File: src/rtl/ow_slot_pkg.sv
package ow_slot_pkg;
  localparam int TW = 16;

  typedef enum logic [1:0] {
    OP_RESET  = 2'd0,
    OP_WRITE0 = 2'd1,
    OP_WRITE1 = 2'd2,
    OP_NONE   = 2'd3
  } ow_op_e;

  typedef enum logic [1:0] {PH_IDLE, PH_RESET, PH_SLOT} ow_phase_e;

  // all points in 50 ns ticks, counted from the start of the operation
  typedef struct packed {
    logic [TW-1:0] rst_low;
    logic [TW-1:0] rst_end;
    logic [TW-1:0] short_at;
    logic [TW-1:0] pres_at;
    logic [TW-1:0] mask_on;
    logic [TW-1:0] mask_off;
    logic [TW-1:0] slot_end;
    logic [TW-1:0] w0_low;
    logic [TW-1:0] w1_low;
    logic [TW-1:0] samp_at;
    logic [TW-1:0] apu_len;
  } ow_timing_t;

  function automatic ow_timing_t ow_timing(input logic od);
    ow_timing_t t;
    if (od) begin
      t.rst_low  = 16'd1440;
      t.rst_end  = 16'd2920;
      t.short_at = 16'd1455;
      t.pres_at  = 16'd1590;
      t.mask_on  = 16'd0;
      t.mask_off = 16'd0;
      t.slot_end = 16'd210;
      t.w0_low   = 16'd150;
      t.w1_low   = 16'd20;
      t.samp_at  = 16'd30;
      t.apu_len  = 16'd10;
    end else begin
      t.rst_low  = 16'd12000;
      t.rst_end  = 16'd23680;
      t.short_at = 16'd12160;
      t.pres_at  = 16'd13400;
      t.mask_on  = 16'd12200;
      t.mask_off = 16'd13200;
      t.slot_end = 16'd1386;
      t.w0_low   = 16'd1280;
      t.w1_low   = 16'd160;
      t.samp_at  = 16'd280;
      t.apu_len  = 16'd50;
    end
    return t;
  endfunction
endpackage

File: src/rtl/ow_tick_gen.sv
module ow_tick_gen #(
  parameter int CLK_KHZ  = 125000,
  parameter int TICK_KHZ = 20000
) (
  input  logic clk_i,
  input  logic rst_ni,
  output logic tick_o
);
  localparam int AW = $clog2(CLK_KHZ + 1);
  localparam int SW = AW + 1;
  localparam logic [SW-1:0] INC = SW'(TICK_KHZ);
  localparam logic [SW-1:0] MOD = SW'(CLK_KHZ);

  logic [AW-1:0] acc_q;
  logic [SW-1:0] sum;

  // fractional divider: exact average tick rate for any clock
  assign sum    = {1'b0, acc_q} + INC;
  assign tick_o = (sum >= MOD);

  always_ff @(posedge clk_i or negedge rst_ni) begin
    if (!rst_ni) acc_q <= '0;
    else         acc_q <= AW'(tick_o ? sum - MOD : sum);
  end
endmodule

File: src/rtl/ow_slot_seq.sv
module ow_slot_seq
  import ow_slot_pkg::*;
(
  input  logic          clk_i,
  input  logic          rst_ni,
  input  logic          tick_i,
  input  logic          abort_i,
  input  logic          start_i,
  input  logic [1:0]    op_i,
  input  logic          od_i,
  input  logic          apu_i,
  input  logic          ppm_i,
  input  logic          spu_i,
  input  logic          line_i,
  output logic          busy_o,
  output logic          done_o,
  output logic          accept_o,
  output logic          pull_low_o,
  output logic          mask_low_o,
  output logic          release_o,
  output logic          finish_spu_o,
  output logic          apu_go_o,
  output logic [TW-1:0] apu_len_o,
  output logic          bit_o,
  output logic          presence_o,
  output logic          short_o
);
  ow_phase_e     phase_q;
  logic [TW-1:0] t_q;
  logic          od_q, ppm_q, apu_q, spu_q, wr0_q;
  logic          done_q, bit_q, pres_q, short_q;
  logic          smp_pres_q, smp_short_q, smp_bit_q;

  ow_timing_t    tm;
  logic          is_rst, last;
  logic [TW-1:0] low_end, end_t;

  assign tm      = ow_timing(od_q);
  assign is_rst  = (phase_q == PH_RESET);
  assign busy_o  = (phase_q != PH_IDLE);
  assign low_end = is_rst ? tm.rst_low : (wr0_q ? tm.w0_low : tm.w1_low);
  assign end_t   = is_rst ? tm.rst_end : tm.slot_end;
  assign last    = busy_o && tick_i && (t_q == end_t - 16'd1);

  assign accept_o     = start_i && !busy_o && (op_i != OP_NONE) && !abort_i;
  assign pull_low_o   = busy_o && (t_q < low_end);
  assign mask_low_o   = is_rst && ppm_q && !od_q && (t_q >= tm.mask_on) && (t_q < tm.mask_off);
  assign release_o    = busy_o && tick_i && (t_q == low_end - 16'd1);
  assign finish_spu_o = last && !is_rst && spu_q;
  assign apu_go_o     = apu_q || (!is_rst && spu_q);
  assign apu_len_o    = tm.apu_len;

  assign done_o     = done_q;
  assign bit_o      = bit_q;
  assign presence_o = pres_q;
  assign short_o    = short_q;

  always_ff @(posedge clk_i or negedge rst_ni) begin
    if (!rst_ni) begin
      phase_q     <= PH_IDLE;
      t_q         <= '0;
      od_q        <= 1'b0;
      ppm_q       <= 1'b0;
      apu_q       <= 1'b0;
      spu_q       <= 1'b0;
      wr0_q       <= 1'b0;
      done_q      <= 1'b0;
      bit_q       <= 1'b0;
      pres_q      <= 1'b0;
      short_q     <= 1'b0;
      smp_pres_q  <= 1'b0;
      smp_short_q <= 1'b0;
      smp_bit_q   <= 1'b0;
    end else if (abort_i) begin
      phase_q     <= PH_IDLE;
      t_q         <= '0;
      done_q      <= 1'b0;
      bit_q       <= 1'b0;
      pres_q      <= 1'b0;
      short_q     <= 1'b0;
      smp_pres_q  <= 1'b0;
      smp_short_q <= 1'b0;
      smp_bit_q   <= 1'b0;
    end else begin
      done_q <= last;
      if (accept_o) begin
        phase_q     <= (op_i == OP_RESET) ? PH_RESET : PH_SLOT;
        t_q         <= '0;
        od_q        <= od_i;
        ppm_q       <= ppm_i;
        apu_q       <= apu_i;
        spu_q       <= spu_i;
        wr0_q       <= (op_i == OP_WRITE0);
        smp_pres_q  <= 1'b0;
        smp_short_q <= 1'b0;
        smp_bit_q   <= 1'b0;
      end else if (busy_o && tick_i) begin
        t_q <= t_q + 16'd1;
        if (is_rst) begin
          if (t_q == tm.short_at) smp_short_q <= !line_i;
          if (t_q == tm.pres_at)  smp_pres_q  <= !line_i;
        end else if (t_q == tm.samp_at) begin
          smp_bit_q <= line_i;
        end
        if (last) begin
          phase_q <= PH_IDLE;
          if (is_rst) begin
            pres_q  <= smp_pres_q && !smp_short_q;
            short_q <= smp_short_q;
          end else begin
            bit_q <= smp_bit_q;
          end
        end
      end
    end
  end
endmodule

File: src/rtl/ow_pullup_ctl.sv
module ow_pullup_ctl
  import ow_slot_pkg::*;
(
  input  logic          clk_i,
  input  logic          rst_ni,
  input  logic          tick_i,
  input  logic          abort_i,
  input  logic          accept_i,
  input  logic          cancel_i,
  input  logic          release_i,
  input  logic          apu_go_i,
  input  logic [TW-1:0] apu_len_i,
  input  logic          finish_spu_i,
  output logic          apu_en_o,
  output logic          spu_en_o
);
  logic [TW-1:0] apu_cnt_q;
  logic          spu_q;

  assign apu_en_o = (apu_cnt_q != '0);
  assign spu_en_o = spu_q;

  always_ff @(posedge clk_i or negedge rst_ni) begin
    if (!rst_ni)                       apu_cnt_q <= '0;
    else if (abort_i || accept_i)      apu_cnt_q <= '0;
    else if (release_i && apu_go_i)    apu_cnt_q <= apu_len_i;
    else if (tick_i && apu_en_o)       apu_cnt_q <= apu_cnt_q - 16'd1;
  end

  // strong pullup holds until the next command, a cancel or a device reset
  always_ff @(posedge clk_i or negedge rst_ni) begin
    if (!rst_ni)                                spu_q <= 1'b0;
    else if (abort_i || accept_i || cancel_i)   spu_q <= 1'b0;
    else if (finish_spu_i)                      spu_q <= 1'b1;
  end
endmodule

File: src/rtl/ow_slot_gen.sv
module ow_slot_gen
  import ow_slot_pkg::*;
#(
  parameter int CLK_KHZ     = 125000,
  parameter int TICK_KHZ    = 20000,
  parameter int SYNC_STAGES = 2
) (
  input  logic       clk_i,
  input  logic       rst_ni,
  input  logic       dev_rst_i,
  input  logic       start_i,
  input  logic [1:0] op_i,
  input  logic       overdrive_i,
  input  logic       apu_i,
  input  logic       ppm_i,
  input  logic       spu_i,
  input  logic       spu_cancel_i,
  input  logic       line_i,
  output logic       line_pd_o,
  output logic       mask_pd_o,
  output logic       apu_en_o,
  output logic       spu_en_o,
  output logic       fet_n_o,
  output logic       busy_o,
  output logic       done_o,
  output logic       bit_o,
  output logic       presence_o,
  output logic       short_o
);
  logic          tick, line_s, accept, release_ev, finish_spu, apu_go;
  logic [TW-1:0] apu_len;

  generate
    if (SYNC_STAGES == 0) begin : g_nosync
      assign line_s = line_i;
    end else begin : g_sync
      logic [SYNC_STAGES-1:0] sh_q;
      always_ff @(posedge clk_i or negedge rst_ni) begin
        if (!rst_ni) sh_q <= '1;
        else         sh_q <= SYNC_STAGES'({sh_q, line_i});
      end
      assign line_s = sh_q[SYNC_STAGES-1];
    end
  endgenerate

  ow_tick_gen #(.CLK_KHZ(CLK_KHZ), .TICK_KHZ(TICK_KHZ)) u_tick (
    .clk_i (clk_i),
    .rst_ni(rst_ni),
    .tick_o(tick)
  );

  ow_slot_seq u_seq (
    .clk_i       (clk_i),
    .rst_ni      (rst_ni),
    .tick_i      (tick),
    .abort_i     (dev_rst_i),
    .start_i     (start_i),
    .op_i        (op_i),
    .od_i        (overdrive_i),
    .apu_i       (apu_i),
    .ppm_i       (ppm_i),
    .spu_i       (spu_i),
    .line_i      (line_s),
    .busy_o      (busy_o),
    .done_o      (done_o),
    .accept_o    (accept),
    .pull_low_o  (line_pd_o),
    .mask_low_o  (mask_pd_o),
    .release_o   (release_ev),
    .finish_spu_o(finish_spu),
    .apu_go_o    (apu_go),
    .apu_len_o   (apu_len),
    .bit_o       (bit_o),
    .presence_o  (presence_o),
    .short_o     (short_o)
  );

  ow_pullup_ctl u_pull (
    .clk_i       (clk_i),
    .rst_ni      (rst_ni),
    .tick_i      (tick),
    .abort_i     (dev_rst_i),
    .accept_i    (accept),
    .cancel_i    (spu_cancel_i),
    .release_i   (release_ev),
    .apu_go_i    (apu_go),
    .apu_len_i   (apu_len),
    .finish_spu_i(finish_spu),
    .apu_en_o    (apu_en_o),
    .spu_en_o    (spu_en_o)
  );

  assign fet_n_o = !spu_en_o;
endmodule

File: config.mk
export PLATFORM = sky130hd
export DESIGN_NAME = ow_slot_gen
export DESIGN_NICKNAME = d
export VERILOG_FILES = /design/src/rtl/ow_slot_pkg.sv /design/src/rtl/ow_tick_gen.sv /design/src/rtl/ow_slot_seq.sv /design/src/rtl/ow_pullup_ctl.sv /design/src/rtl/ow_slot_gen.sv
export SDC_FILE = /design/constraint.sdc
export NUM_CORES = 1
export LEC_CHECK = 0
export BUFFER_PORTS_ARGS = -buffer_cell sky130_fd_sc_hd__buf_2
export CAP_MARGIN = 15
export CORE_ASPECT_RATIO = 0.7
export CORE_UTILIZATION = 55
export DETAILED_ROUTE_END_ITERATION = 10
export GPL_TIMING_DRIVEN = 0
export HOLD_SLACK_MARGIN = 0.02
export PLACE_DENSITY = 0.72
export RECOVER_POWER = 25
export SLEW_MARGIN = 20
export SYNTH_ARGS = -nofsm -noshare
export SYNTH_HDL_FRONTEND = slang
export SYNTH_HIERARCHICAL = 1
export SYNTH_SLANG_ARGS = --single-unit
File: constraint.sdc
create_clock -name clk_i -period 13.26 [get_ports clk_i]
set_input_delay 1.326 -clock clk_i [delete_from_list [all_inputs] [get_ports clk_i]]
set_output_delay 1.326 -clock clk_i [all_outputs]
set_load 0.005 [all_outputs]
Word level (Yosys, flattened, before mapping) --
Cells that the tools add are included.
Cells by class: add/subtract/negate cells 6, order comparisons 4, eq/ne operators 11, mux-type cells 49, bitwise operators 1, reduce and logical (&&, ||, !) cells 48
Operator list (count):
- $mux W174 | 1
- $mux W16 | 9
- $eq A16 B16 Y1 | 5
- $sub A16 B1 Y16 const B | 3
- $mux W1 | 33
- $lt A16 B16 Y1 | 2
- $reduce_bool A3 Y1 | 7
- $add A17 B15 Y18 const B | 1
- $ge A18 B17 Y1 const B | 1
- $logic_and A1 B1 Y1 | 17
- $mux W17 | 1
- $sub A17 B17 Y17 const B | 1
- $add A16 B1 Y16 const B | 1
- $ge A16 B16 Y1 | 1
- $reduce_bool A16 Y1 | 1
- $mux W2 | 5
- $reduce_bool A2 Y1 | 5
- $reduce_and A3 Y1 | 3
- $reduce_and A4 Y1 | 2
- $logic_not A1 Y1 | 7
- $ne A2 B2 Y1 const B | 3
- $eq A2 B1 Y1 const B | 2
- $reduce_and A2 Y1 | 2
- $logic_or A1 B1 Y1 | 3
- 3 further kinds | 3
Storage, ports and cells: flip-flop bits (word level) 66, bits of input ports 12, output and inout port bits 10

Logic depth before layout (Yosys ltp) --
Gate-level depths: netlist of the first run.
depth after elaboration 9, depth in mapped cells 19

Cells and area by module --
The synthesis of the first run kept the hierarchy.
Modules (own cells, without submodules):
- ow_slot_seq | times used 1, cells each 338, area each 2845.2 µm², seq. area each 750.7 µm²
- ow_tick_gen | times used 1, cells each 141, area each 1218.7 µm², seq. area each 350.3 µm²
- ow_pullup_ctl | times used 1, cells each 122, area each 1082.3 µm², seq. area each 425.4 µm²
- ow_slot_gen | times used 1, cells each 3, area each 56.3 µm², seq. area each 52.6 µm²

Worst setup path before layout of the first run --
No wires, ideal clock.
kind register to register, start reg u_tick.acc_q[5], end reg u_pull.apu_cnt_q[7], setup time 121 ps, data arrival time 4316 ps, data required time 13139 ps, slack 8823 ps, cell stages (with the launch flop) 19, buffers on the path 2, cells stage by stage dfrtp_1 ha_1 buf_4 nand3_1 or4_1 a21oi_2 a21oi_2 a21oi_1 o21ai_1 inv_1 nor2b_1 nand4_1 or4_4 nor4_2 nand2_1 clkbuf_1 and2_1 a32oi_1 nand2_1
On the way: word-level cells in the longest chain between the ends 7, elaborated cells between the ends (all ways) 9, classes of those cells add/sub (1); order compare (1); mux (2); reduce/logical (5)
Ends and longest elaborated chain:
- from (decl) | line ow_tick_gen.sv:14 | logic [AW-1:0] acc_q;
- from (signal assigned) | line ow_tick_gen.sv:23 | else acc_q <= AW'(tick_o ? sum - MOD : sum);
- $add A17 B15 Y18 * | line ow_tick_gen.sv:18 | assign sum = {1'b0, acc_q} + INC;
- $ge A18 B17 Y1 * | line ow_tick_gen.sv:19 | assign tick_o = (sum >= MOD);
- net tick | line ow_slot_gen.sv:30 | logic tick, line_s, accept, release_ev, finish_spu, apu_go;
- $logic_and A1 B1 Y1 * (2 in a row) | line ow_slot_seq.sv:48 | assign release_o = busy_o && tick_i && (t_q == low_end - 16'd1);
- net release_ev | line ow_slot_gen.sv:30
- $logic_and A1 B1 Y1 * | line ow_pullup_ctl.sv:26 | else if (release_i && apu_go_i) apu_cnt_q <= apu_len_i;
- $mux W16 | line ow_pullup_ctl.sv:26
- $mux W16 | line ow_pullup_ctl.sv:25 | else if (abort_i || accept_i) apu_cnt_q <= '0;
- to (signal assigned) | line ow_pullup_ctl.sv:26
- to (signal assigned) | line ow_pullup_ctl.sv:27 | else if (tick_i && apu_en_o) apu_cnt_q <= apu_cnt_q - 16'd1;
- to (decl) | line ow_pullup_ctl.sv:17 | logic [TW-1:0] apu_cnt_q;
Mark *: on every way through the listed nets, which the timed path passes. The rest lies on a longest branch. A chain may end at the register's enable or synchronous reset.

Final worst setup path of the first run --
start reg u_tick.acc_q[5], end reg u_pull.apu_cnt_q[8]
Same word-level chain as after synthesis.

==> summary.md, run 1 <==
| Metric | Value |
|---|---|
| Outcome | `finished, violations left` |
| Failing checks | `max-capacitance violations, max-slew violations` |
| H-tree depth | `3` |
| YS warnings | `6` |
| Crit path required time | `13440 ps` |
| Largest family of logic cells by synthesized area | `simple AND/OR/NAND/NOR gates` |
| Crit path cell chain | `inv_1, ha_1, a21oi_1, o311ai_0, nand3_1, o21ai_0, a21oi_1, o21ai_1, inv_1, nor2b_1, nand4_1, or4_4, nor4_2, nand2_1, clkbuf_1, clkbuf_1, o21ai_0, a31oi_1` |
| Worst Skew | `6.80 ps` |
| Vias per inst | `6.01` |
| Hold crit path type | `register to register` |
| F_max | `169 MHz` |
| Reg2reg path depth | `18` |
| CP arrival | `6110 ps` |
| Peak supply drop | `0.0583 mV` |
| RSZ-0062 raised after global routing | `false` |
| Avg Inst Size Synth | `8.61 um2` |
| Post-synth EDFFs | `0` |
| Post-synthesis mux area share | `0.0197` |
| Synth area leaders | `dfrtp_1, ha_1, xnor2_1` |
| Clock transition at path regs | `50 ps` |
| Critical path's top delay family | `simple AND/OR/NAND/NOR gates` |
| Reg2reg end | `u_pull/apu_cnt_q[8]$_DFFE_PN0P_` |
| Worst Max-Slew Pin Slew | `2160 ps` |
| Full die area | `0.00986 mm2` |
| Count of final max-slew check failures | `40` |
| Final ANT Viol Nets | `0` |
| Vias in the first global route | `4463` |
| Slowest cell on the critical path | `or4_4` |
| HP Start | `g_sync.sh_q[0]$_DFF_PN1_` |
| Synth area leader | `dfrtp_1` |
| Post-synthesis compound-gate area fraction | `0.174` |
| Grt total ovfl | `0` |
| Hold path depth | `0` |
| Postcts setup bufs | `0` |
| Worst flop-to-flop path startpoint | `u_tick/acc_q[5]$_DFF_PN0_` |
| Num ports | `22` |
| Global-route wire length before repair | `23.1 mm` |
| HPWL Detailed | `10.3 mm` |
| DR iter-0 viols | `460` |
| Die width | `118 um` |
| Hold Buf Count CTS | `0` |
| Core area | `0.00911 mm2` |
| CTS-repair resized insts | `0` |
| Synth-to-layout area growth | `12.1%` |
| Vias | `4670` |
| Skew-Pair Late Insertion Delay | `330 ps` |
| #FFs+latches synth | `63` |
| Final worst slack | `7330 ps` |
| Mapped Cells | `604` |
| CP Launch Point | `u_tick/acc_q[5]$_DFF_PN0_` |
| Critical path class | `register to register` |
| Flop2flop setup slack | `7330 ps` |
| Most common library cell in the layout ignoring fill and taps | `dfrtp_1` |
| Starting Density | `0.571` |
| Yosys cell types | `74` |
| Max Cap Viol | `1` |
| Tot GR Track Use | `0.303` |
| Clock root buffer | `clkbuf_16` |
| Post-Route WL | `13.9 mm` |
| Remaining DRCs | `0` |
| Ys async rst share | `1.00` |
| Adder-cell area share of the yosys netlist | `0.0938` |
| Post-Synth Simple-Gate Area | `0.247` |
| Power per standard cell area | `102 mW/mm2` |
| XOR/XNOR Fraction of Synth Area | `0.0856` |
| Most frequent cells in the layout | `dfrtp_1, nor2_1, nand2_1` |
| Die Ht | `83.4 um` |
| CTS tree | `done` |
| Layout cells sized above 1 | `0.142` |
| Fin crit share | `0.447` |
| Clock tree buffer depth | `2` |
| Final hold violations | `0` |
| Register area share after synthesis | `0.304` |
| Routed WL per cell | `17.9 um` |
| Syn Std Cell Area | `0.00520 mm2` |
| CP startpoint kind | `register` |
| Crit path time final | `5930 ps` |
| Final setup fails | `0` |
| Total CTS buffers | `9` |
| Worst-path maximum fanout | `13` |
| N_diodes | `0` |
| Area fraction of the dominant cell type after synthesis | `0.293` |
| Ys flop type | `dfrtp_1` |
| WHS Endpoint | `g_sync.sh_q[1]$_DFF_PN1_` |
| Worst setup EP type | `register` |
| Post-place setup slack | `7460 ps` |
| Max stage delay on crit path | `590 ps` |
| Core Rows | `29` |
| Router iterations before antenna repair | `6` |
| Leakage | `0.00264 uW` |
| Initial antenna violation count | `0` |
| CTS sink cnt | `63` |
| WP buf/inv | `4` |
| Headroom to the max-slew limit | `-0.443` |
| Largest net degree at the start of global routing | `40` |
| Final Wtd Congestion | `0.952` |
| Setup_tns | `0 ps` |
| WHS | `365 ps` |
| Final core utilization | `0.640` |
| # port buffers | `21` |
| Nets | `699` |
==> worst register-to-register path: stages (launching register included) <==
cell and delay (ps):
dfrtp_1 470, inv_1 110, ha_1 330, a21oi_1 470, o311ai_0 220, nand3_1 160, o21ai_0 130, a21oi_1 560
o21ai_1 240, inv_1 490, nor2b_1 430, nand4_1 350, or4_4 590, nor4_2 340, nand2_1 110, clkbuf_1 210
clkbuf_1 280, o21ai_0 230, a31oi_1 60
==> cell usage after synthesis (6+ instances only) <==
library cell	count
or4_1	12
mux2i_1	8
a31oi_1	14
clkbuf_1	16
buf_4	16
o211ai_1	8
nor2_1	59
nand2_1	51
nor3_1	20
nor4_1	10
inv_1	25
nand3_1	17
or3_1	9
o31ai_1	8
or2_2	6
xor2_1	18
dfrtp_1	61
o21a_1	6
buf_2	10
nand4_1	8
o21ai_0	34
xnor2_1	31
nand2b_1	8
a21oi_1	19
ha_1	39
==> layer usage <==
layer / global-route usage / wire length [um]
met2: 0.447 / 5950
met4: 0.0629 / 99
met5: 0 / 0
met3: 0.0913 / 1140
met1: 0.434 / 6720
==> cell families after synthesis <==
kind of cell | after synthesis
adders and majority gates | 39
other | 2
buffers and inverters | 74
muxes | 9
AOI/OAI and AO/OA | 128
DFF | 63
xor gates and xnor gates | 50
and+or+nand+nor | 239
==> metrics by stage <==
stage	instances	power (uW)	cell area (um2)
detailed placement	761	337	5530
finish	777	596	5830
floorplan	615	299	5240
global route	777	623	5830
CTS	777	598	5850
global placement	760	332	5500
==> power breakdown <==
part | switching, uW | leakage, uW | internal (uW)
Combinational | 80.0 | 0.00164 | 53.1
Sequential | 6.11 | 0.000832 | 197
Clock | 85.5 | 0.000160 | 175
==> registers in the layout, indices dropped and copies added, names as in the netlist, 2 cells and up <==
register and count:
g_sync.sh_q 2, u_seq/t_q 16, u_pull/apu_cnt_q 16, u_seq/phase_q 2, u_tick/acc_q 14
==> worst max path at each step <==
stage                                       endpoint  slack [ps]  cells after the start
floorplan            u_pull/apu_cnt_q[7]$_DFFE_PN0P_        8820                     18
CTS                 u_pull/apu_cnt_q[10]$_DFFE_PN0P_        7410                     18
finish               u_pull/apu_cnt_q[8]$_DFFE_PN0P_        7330                     18
global placement     u_pull/apu_cnt_q[4]$_DFFE_PN0P_        7640                     18
global route        u_pull/apu_cnt_q[15]$_DFFE_PN0P_        6730                     18
detailed placement   u_pull/apu_cnt_q[8]$_DFFE_PN0P_        7460                     18
==> layout make-up <==
cell class | count | area [um2]
timing repair buffer | 22 | 108
inverter | 27 | 104
sequential | 63 | 1580
fill | 801 | 3280
clock inverter | 3 | 65.1
tap | 124 | 155
clock buffer | 13 | 260
multi-input combinational | 478 | 3270
buffer | 47 | 287
Note: power is estimated with default switching activity, not from simulation.
==> run 2: changes to the inputs <==
Settings changed: PLACE_DENSITY 0.72 to 0.75.
Clock period 13.26 ns to 4.9 ns, I/O delays scaled along.
==> run 2 against run 1 <==
Against the previous run:
- the flow still finishes with violations (max-capacitance violations, max-slew violations)
- highest routed layer unchanged
- global-route usage is 0.34 points lower
- cell count is 0.26% higher
- register-to-register slack lost 7000 ps
- via count up 1.8%
- critical path type unchanged
==> summary.md, run 2 (same netlist as run 1, synthesis figures left out) <==
| Metric | Value |
|---|---|
| Outcome | `finished, violations left` |
| Failing checks | `max-capacitance violations, max-slew violations` |
| Crit path time final | `4610 ps (-1320 ps)` |
| RSZ-0062 raised after global routing | `false` |
| Grt total ovfl | `0 (unchanged)` |
| Post-route cell area | `0.00589 mm2 (+0.94%)` |
| Largest net degree at the start of global routing | `41 (+2.5%)` |
| Global-route wire length before repair | `23.0 mm (-0.18%)` |
| Max Cap Viol | `1 (unchanged)` |
| Initial antenna violation count | `0 (unchanged)` |
| Critical path class | `register to register` |
| Slowest cell on the critical path | `or4_4` |
| F_max | `217 MHz (+29%)` |
| Top Registers | `u_pull/apu_cnt_q x16, u_seq/t_q x16, u_tick/acc_q x14` |
| Final setup fails | `0 (unchanged)` |
| Hold crit path type | `input pin to register` |
| Routed WL per cell | `18.0 um (+0.47%)` |
| H-tree depth | `3 (unchanged)` |
| Full die area | `0.00986 mm2 (unchanged)` |
| Headroom to the max-slew limit | `-0.496 (-0.0532)` |
| Leakage | `0.00267 uW (+1.1%)` |
| Final hold violations | `0 (unchanged)` |
| Reg2reg path depth | `18 (unchanged)` |
| Setup_tns | `0 ps (unchanged)` |
| Final Wtd Congestion | `0.971 (+2.0%)` |
| Starting Density | `0.571 (unchanged)` |
| Skew-Pair Late Insertion Delay | `330 ps (about the same)` |
| Tot GR Track Use | `0.299 (-0.00336)` |
| Clock tree buffer depth | `2 (unchanged)` |
| Post-Route WL | `14.0 mm (+0.73%)` |
| Final ANT Viol Nets | `0 (unchanged)` |
| Vias in the first global route | `4424 (-0.87%)` |
| Max stage delay on crit path | `540 ps (-50 ps)` |
| DR iter-0 viols | `515 (+12%)` |
| CP arrival | `4830 ps (-1280 ps)` |
| Remaining DRCs | `0 (unchanged)` |
| DP Area | `0.00553 mm2 (unchanged)` |
| CTS tree | `done` |
| Most common library cell in the layout ignoring fill and taps | `dfrtp_1` |
| Hold path depth | `1 (+1)` |
| Crit path required time | `5120 ps (-8320 ps)` |
| Synth-to-layout area growth | `13.2%` |
| Worst Skew | `6.42 ps (-0.386 ps)` |
| Hold Buf Count CTS | `0 (unchanged)` |
| Final core utilization | `0.646 (+0.00604)` |
| Most frequent CP cell | `nand2_1` |
| Total CTS buffers | `9 (unchanged)` |
| HPWL Detailed | `10.2 mm (-0.79%)` |
| Fin crit share | `0.942 (+0.494)` |
| Most frequent cells in the layout | `dfrtp_1, nor2_1, nand2_1` |
| Core area | `0.00911 mm2 (unchanged)` |
| Layout cells sized above 1 | `0.157 (+0.0148)` |
| CTS sink cnt | `63 (unchanged)` |
| Nets | `701 (+0.29%)` |
| Die width | `118 um (unchanged)` |
| Count of final max-slew check failures | `41 (+2.5%)` |
| Router iterations before antenna repair | `6 (unchanged)` |
| Vias per inst | `6.11 (+1.6%)` |
| Vias | `4756 (+1.8%)` |
| # port buffers | `21 (unchanged)` |
| Die Ht | `83.4 um (unchanged)` |
| Worst Max-Slew Pin Slew | `2240 ps (+79.8 ps)` |
| Crit path cell chain | `ha_1, buf_4, nand3_1, o32a_1, nor3_1, o21ai_0, a21oi_4, o21ai_1, inv_2, nor2b_4, nand4_1, or4_4, nor4_4, nand2_1, clkbuf_1, and2_1, a32oi_1, nand2_1` |
| Clock root buffer | `clkbuf_16` |
| Worst-path maximum fanout | `10 (-3)` |
| Peak supply drop | `0.185 mV (+220%)` |
| Clock transition at path regs | `50 ps (about the same)` |
| Power per standard cell area | `274 mW/mm2 (+170%)` |
| Core Rows | `29 (unchanged)` |
| CP startpoint kind | `register` |
| Worst setup EP type | `register` |
| N_diodes | `0 (unchanged)` |
| Num ports | `22 (unchanged)` |
## run 2: report_power, final
| group | internal, uW | switching (uW) |
|---|---|---|
| registers | 533 | 17.1 |
| logic | 144 | 212 |
| clock network | 473 | 232 |
## run 2: per-stage QoR
| step | std cells | hold WS [ps] | power (uW) | worst slack (ps) |
|---|---|---|---|---|
| after global placement | 760 | 347 | 883 | -690 |
| after global routing | 779 | 249 | 1680 | 2.54 |
| final | 779 | 256 | 1610 | 285 |
| after detailed placement | 761 | 352 | 897 | -781 |
| after floorplan | 615 | 194 | 809 | 463 |
| after CTS | 778 | 59.2 | 1610 | 46.2 |
## run 2: final cells by class
cell class	instances	area (um2)
Timing Repair Buffer	24	123
Sequential cell	63	1580
Inverter	27	104
Tap cell	124	155
Buffer	47	289
Fill cell	779	3220
Clock inverter	3	65.1
Multi-Input combinational cell	478	3310
Clock buffer	13	260
## run 2: path summary, 6_finish.rpt
check                           slack, ps                          endpoint                 startpoint
worst max register to register        290   u_pull/apu_cnt_q[7]$_DFFE_PN0P_  u_tick/acc_q[6]$_DFF_PN0_
min in group asynchronous             430          u_seq/t_q[8]$_DFFE_PN0P_                     rst_ni
max in group asynchronous            1750  u_pull/apu_cnt_q[13]$_DFFE_PN0P_                     rst_ni
worst min-delay path                  260          g_sync.sh_q[0]$_DFF_PN1_                     line_i
worst min register to register        360          g_sync.sh_q[1]$_DFF_PN1_   g_sync.sh_q[0]$_DFF_PN1_
worst max-delay path                  290   u_pull/apu_cnt_q[7]$_DFFE_PN0P_  u_tick/acc_q[6]$_DFF_PN0_
## run 2: repair_timing
action	4_1_cts	5_1_grt
resized for setup	6	7
buffers inserted	1	1
endpoints found under the setup margin	16	17
pin swaps	0	1
gates cloned	0	0
## run 2: routing by layer
layer  GRT usage  wire (um)  share of wire
met4      0.0874        203          0.014
met3      0.0886       1300          0.093
met2       0.426       5980           0.43
met1       0.433       6530           0.47
met5           0          0              0
## run 2: worst max-delay path, delay by kind of cell (launching register included)
family / cells / cell delay [ps]
buf+inv: 3 / 510
fa+ha+maj: 1 / 170
flops: 1 / 420
simple gates: 9 / 2170
compound gates: 5 / 1230
==> run 3: changes to the inputs <==
Settings changed: CELL_PAD_IN_SITES_DETAIL_PLACEMENT from default to 1, CELL_PAD_IN_SITES_GLOBAL_PLACEMENT from default to 2, CORE_UTILIZATION 55 to 35, PLACE_DENSITY 0.75 to default, PLACE_DENSITY_LB_ADDON from default to 0.1.
==> run 3 against run 2 <==
Against the previous run:
- the flow now finishes without violations
- clock-buffer cell count shrank 2
- combinational power is essentially flat
- worst hold slack lost 1.2 ps
- via count shrank 1.9%
- design area grew 2.0%
- sequential power is essentially flat
- fmax grew 0.37%
- largest cell class unchanged
- first-iteration DRC count shrank 65%
- critical path depth is the same
- utilization shrank 22 points
- non-clock buffer count grew 2
- flip-flop and latch count is the same
==> summary.md, run 3 (same netlist as run 1, synthesis figures left out) <==
| Metric | Value |
|---|---|
| Outcome | `finished clean` |
| Final Wtd Congestion | `0.859 (-12%)` |
| Crit path time final | `4600 ps (-17.2 ps)` |
| Internal power | `1090 uW (-5.2%)` |
| Tot GR Track Use | `0.217 (-0.0825)` |
| Gate power share | `0.230 (+0.009)` |
| N_diodes | `0 (unchanged)` |
| Slowest cell on the critical path | `or4_4` |
| Power per standard cell area | `260 mW/mm2 (-5.1%)` |
| Initial antenna violation count | `0 (unchanged)` |
| Die width | `148 um (+25%)` |
| Worst Max-Slew Pin Slew | `925 ps (-1320 ps)` |
| CP startpoint kind | `register` |
| # port buffers | `21 (unchanged)` |
| Hold crit path type | `input pin to register` |
| HPWL Detailed | `12.1 mm (+18%)` |
| Clock root buffer | `clkbuf_16` |
| Top Registers | `u_pull/apu_cnt_q x16, u_seq/t_q x16, u_tick/acc_q x14` |
| WP buf/inv | `4 (+1)` |
| Core Rows | `36 (+24%)` |
| Placed cell count | `827 (+8.7%)` |
| Skew-Pair Late Insertion Delay | `340 ps (about the same)` |
| Critical path class | `register to register` |
| Metal2 WL | `6.47 mm (+8.2%)` |
| Clock transition at path regs | `60 ps (about the same)` |
| Power, Total | `1560 uW (-3.2%)` |
| Routed WL per cell | `18.7 um (+4.1%)` |
| Most frequent cells in the layout | `nor2_1, dfrtp_1, nand2_1` |
| Clock tree buffer depth | `2 (unchanged)` |
| Most frequent CP cell | `o21ai_0` |
| # fillers | `1686 (+120%)` |
| Layout cells sized above 1 | `0.169 (+0.0117)` |
| Peak supply drop | `0.193 mV (+4.7%)` |
| Vias in the first global route | `4777 (+8.0%)` |
| Final hold violations | `0 (unchanged)` |
| Total CTS buffers | `9 (unchanged)` |
| Switching Fraction | `0.301 (+0.0150)` |
| Setup_tns | `0 ps (unchanged)` |
| Sequential share of power | `0.353 (+0.012)` |
| DP Area | `0.00562 mm2 (+1.6%)` |
| Crit path required time | `5090 ps (-30 ps)` |
| Max Cap Viol | `0 (-1)` |
| Largest net degree at the start of global routing | `54 (+32%)` |
| Worst Skew | `11.3 ps (+4.89 ps)` |
| Router iterations before antenna repair | `4 (-2)` |
| Final setup fails | `0 (unchanged)` |
| Headroom to the max-slew limit | `0.383 (+0.879)` |
| Worst-path maximum fanout | `13 (+3)` |
| H-tree depth | `3 (unchanged)` |
| Met3 routed WL | `665 um (-49%)` |
| Critical path's top delay family | `simple AND/OR/NAND/NOR gates` |
| Psw | `470 uW (+1.9%)` |
| WHS | `255 ps (-1.24 ps)` |
| Met1 wire length | `8.62 mm (+32%)` |
| Vias per inst | `5.51 (-9.8%)` |
| Num ports | `22 (unchanged)` |
| Clock power share | `0.417 (-0.021)` |
| Leakage | `0.00268 uW (+0.57%)` |
| Post-Layout Cell Count | `847 (+8.7%)` |
| Crit path cell chain | `ha_1, buf_4, nand3_2, o32a_1, nor3_1, o21ai_0, a21oi_2, o21ai_1, bufinv_8, nor2b_4, nand4_1, or4_4, nor4_2, nand2_1, clkbuf_2, buf_2, o21ai_0, a31oi_1` |
| Global-route wire length before repair | `26.0 mm (+13%)` |
| CTS sink cnt | `63 (unchanged)` |
| Remaining DRCs | `0 (unchanged)` |
| Starting Density | `0.367 (-0.205)` |
| F_max | `218 MHz (+0.37%)` |
| Final ANT Viol Nets | `0 (unchanged)` |
| Nets | `703 (+0.29%)` |
| Top layer in use | `met4` |
| Fin crit share | `0.938 (-0.00352)` |
| Count of final max-slew check failures | `0 (-100%)` |
| Vias | `4664 (-1.9%)` |
| Full die area | `0.0154 mm2 (+56%)` |
| DR iter-0 viols | `182 (-65%)` |
| Post-route cell area | `0.00601 mm2 (+2.0%)` |
| Die Ht | `104 um (+25%)` |
| Post-Route WL | `15.9 mm (+13%)` |
| Max stage delay on crit path | `530 ps (about the same)` |
| Synth-to-layout area growth | `15.4%` |
| CP arrival | `4780 ps (-50 ps)` |
| CTS tree | `done` |
| Worst setup EP type | `register` |
| Grt total ovfl | `0 (unchanged)` |
| Core area | `0.0142 mm2 (+56%)` |
## run 3: power by group through the flow
stage	logic [uW]	clock network, uW	registers [uW]
4_1_cts	355	673	549
3_5_place_dp	352	0	558
3_3_place_gp	337	0	558
6_report	358	651	550
2_1_floorplan	257	0	552
5_1_grt	397	690	551
## run 3: repair_timing
action,CTS,global route
buffers inserted,1,2
endpoints found under the setup margin,16,17
resized for setup,7,12
hold buffers,1,0
pin swaps,1,1
hold endpoints to repair,10,0
## run 3: final timing paths
check	slack [ps]	endpoint	start	cells past startpoint
max in group asynchronous	3340	g_sync.sh_q[0]$_DFF_PN1_	rst_ni	3
worst max-delay path	300	u_pull/apu_cnt_q[10]$_DFFE_PN0P_	u_tick/acc_q[5]$_DFF_PN0_	18
worst max register to register	300	u_pull/apu_cnt_q[10]$_DFFE_PN0P_	u_tick/acc_q[5]$_DFF_PN0_	18
worst min register to register	360	g_sync.sh_q[1]$_DFF_PN1_	g_sync.sh_q[0]$_DFF_PN1_	0
min in group asynchronous	760	u_pull/apu_cnt_q[4]$_DFFE_PN0P_	rst_ni	2
worst min-delay path	250	g_sync.sh_q[0]$_DFF_PN1_	line_i	1
## run 3: layout make-up
class / count / area [um2] / share of cell area
timing repair buffer: 26 / 164 / 0.0273
buffer: 47 / 289 / 0.0481
inverter: 27 / 118 / 0.0196
multi-input combinational: 478 / 3320 / 0.552
clock buffer: 11 / 243 / 0.0404
sequential: 63 / 1580 / 0.263
tap: 190 / 238 / 0.0396
clock inverter: 5 / 57.6 / 0.00958
## run 3: worst register-to-register path, delay by kind of cell, from the launching register on
kind / cells / cell delay (ps)
DFF: 1 / 440
buffers and inverters: 4 / 930
and+or+nand+nor: 7 / 1720
AOI/OAI and AO/OA: 6 / 1180
adders and majority gates: 1 / 170
## run 3: layer usage
| metal | global-route usage | up-vias |
|---|---|---|
| li1 | - | 2253 |
| met1 | 0.337 | 2318 |
| met2 | 0.308 | 81 |
| met3 | 0.0368 | 12 |
| met4 | 0.0427 | 0 |
| met5 | 0 | - |
## run 3: through the flow
stage / util / worst slack, ps
2_1_floorplan: - / 463
3_3_place_gp: 0.394 / -886
3_5_place_dp: 0.396 / -1040
4_1_cts: 0.420 / 1.53
5_1_grt: 0.423 / -31.9
6_report: 0.423 / 302
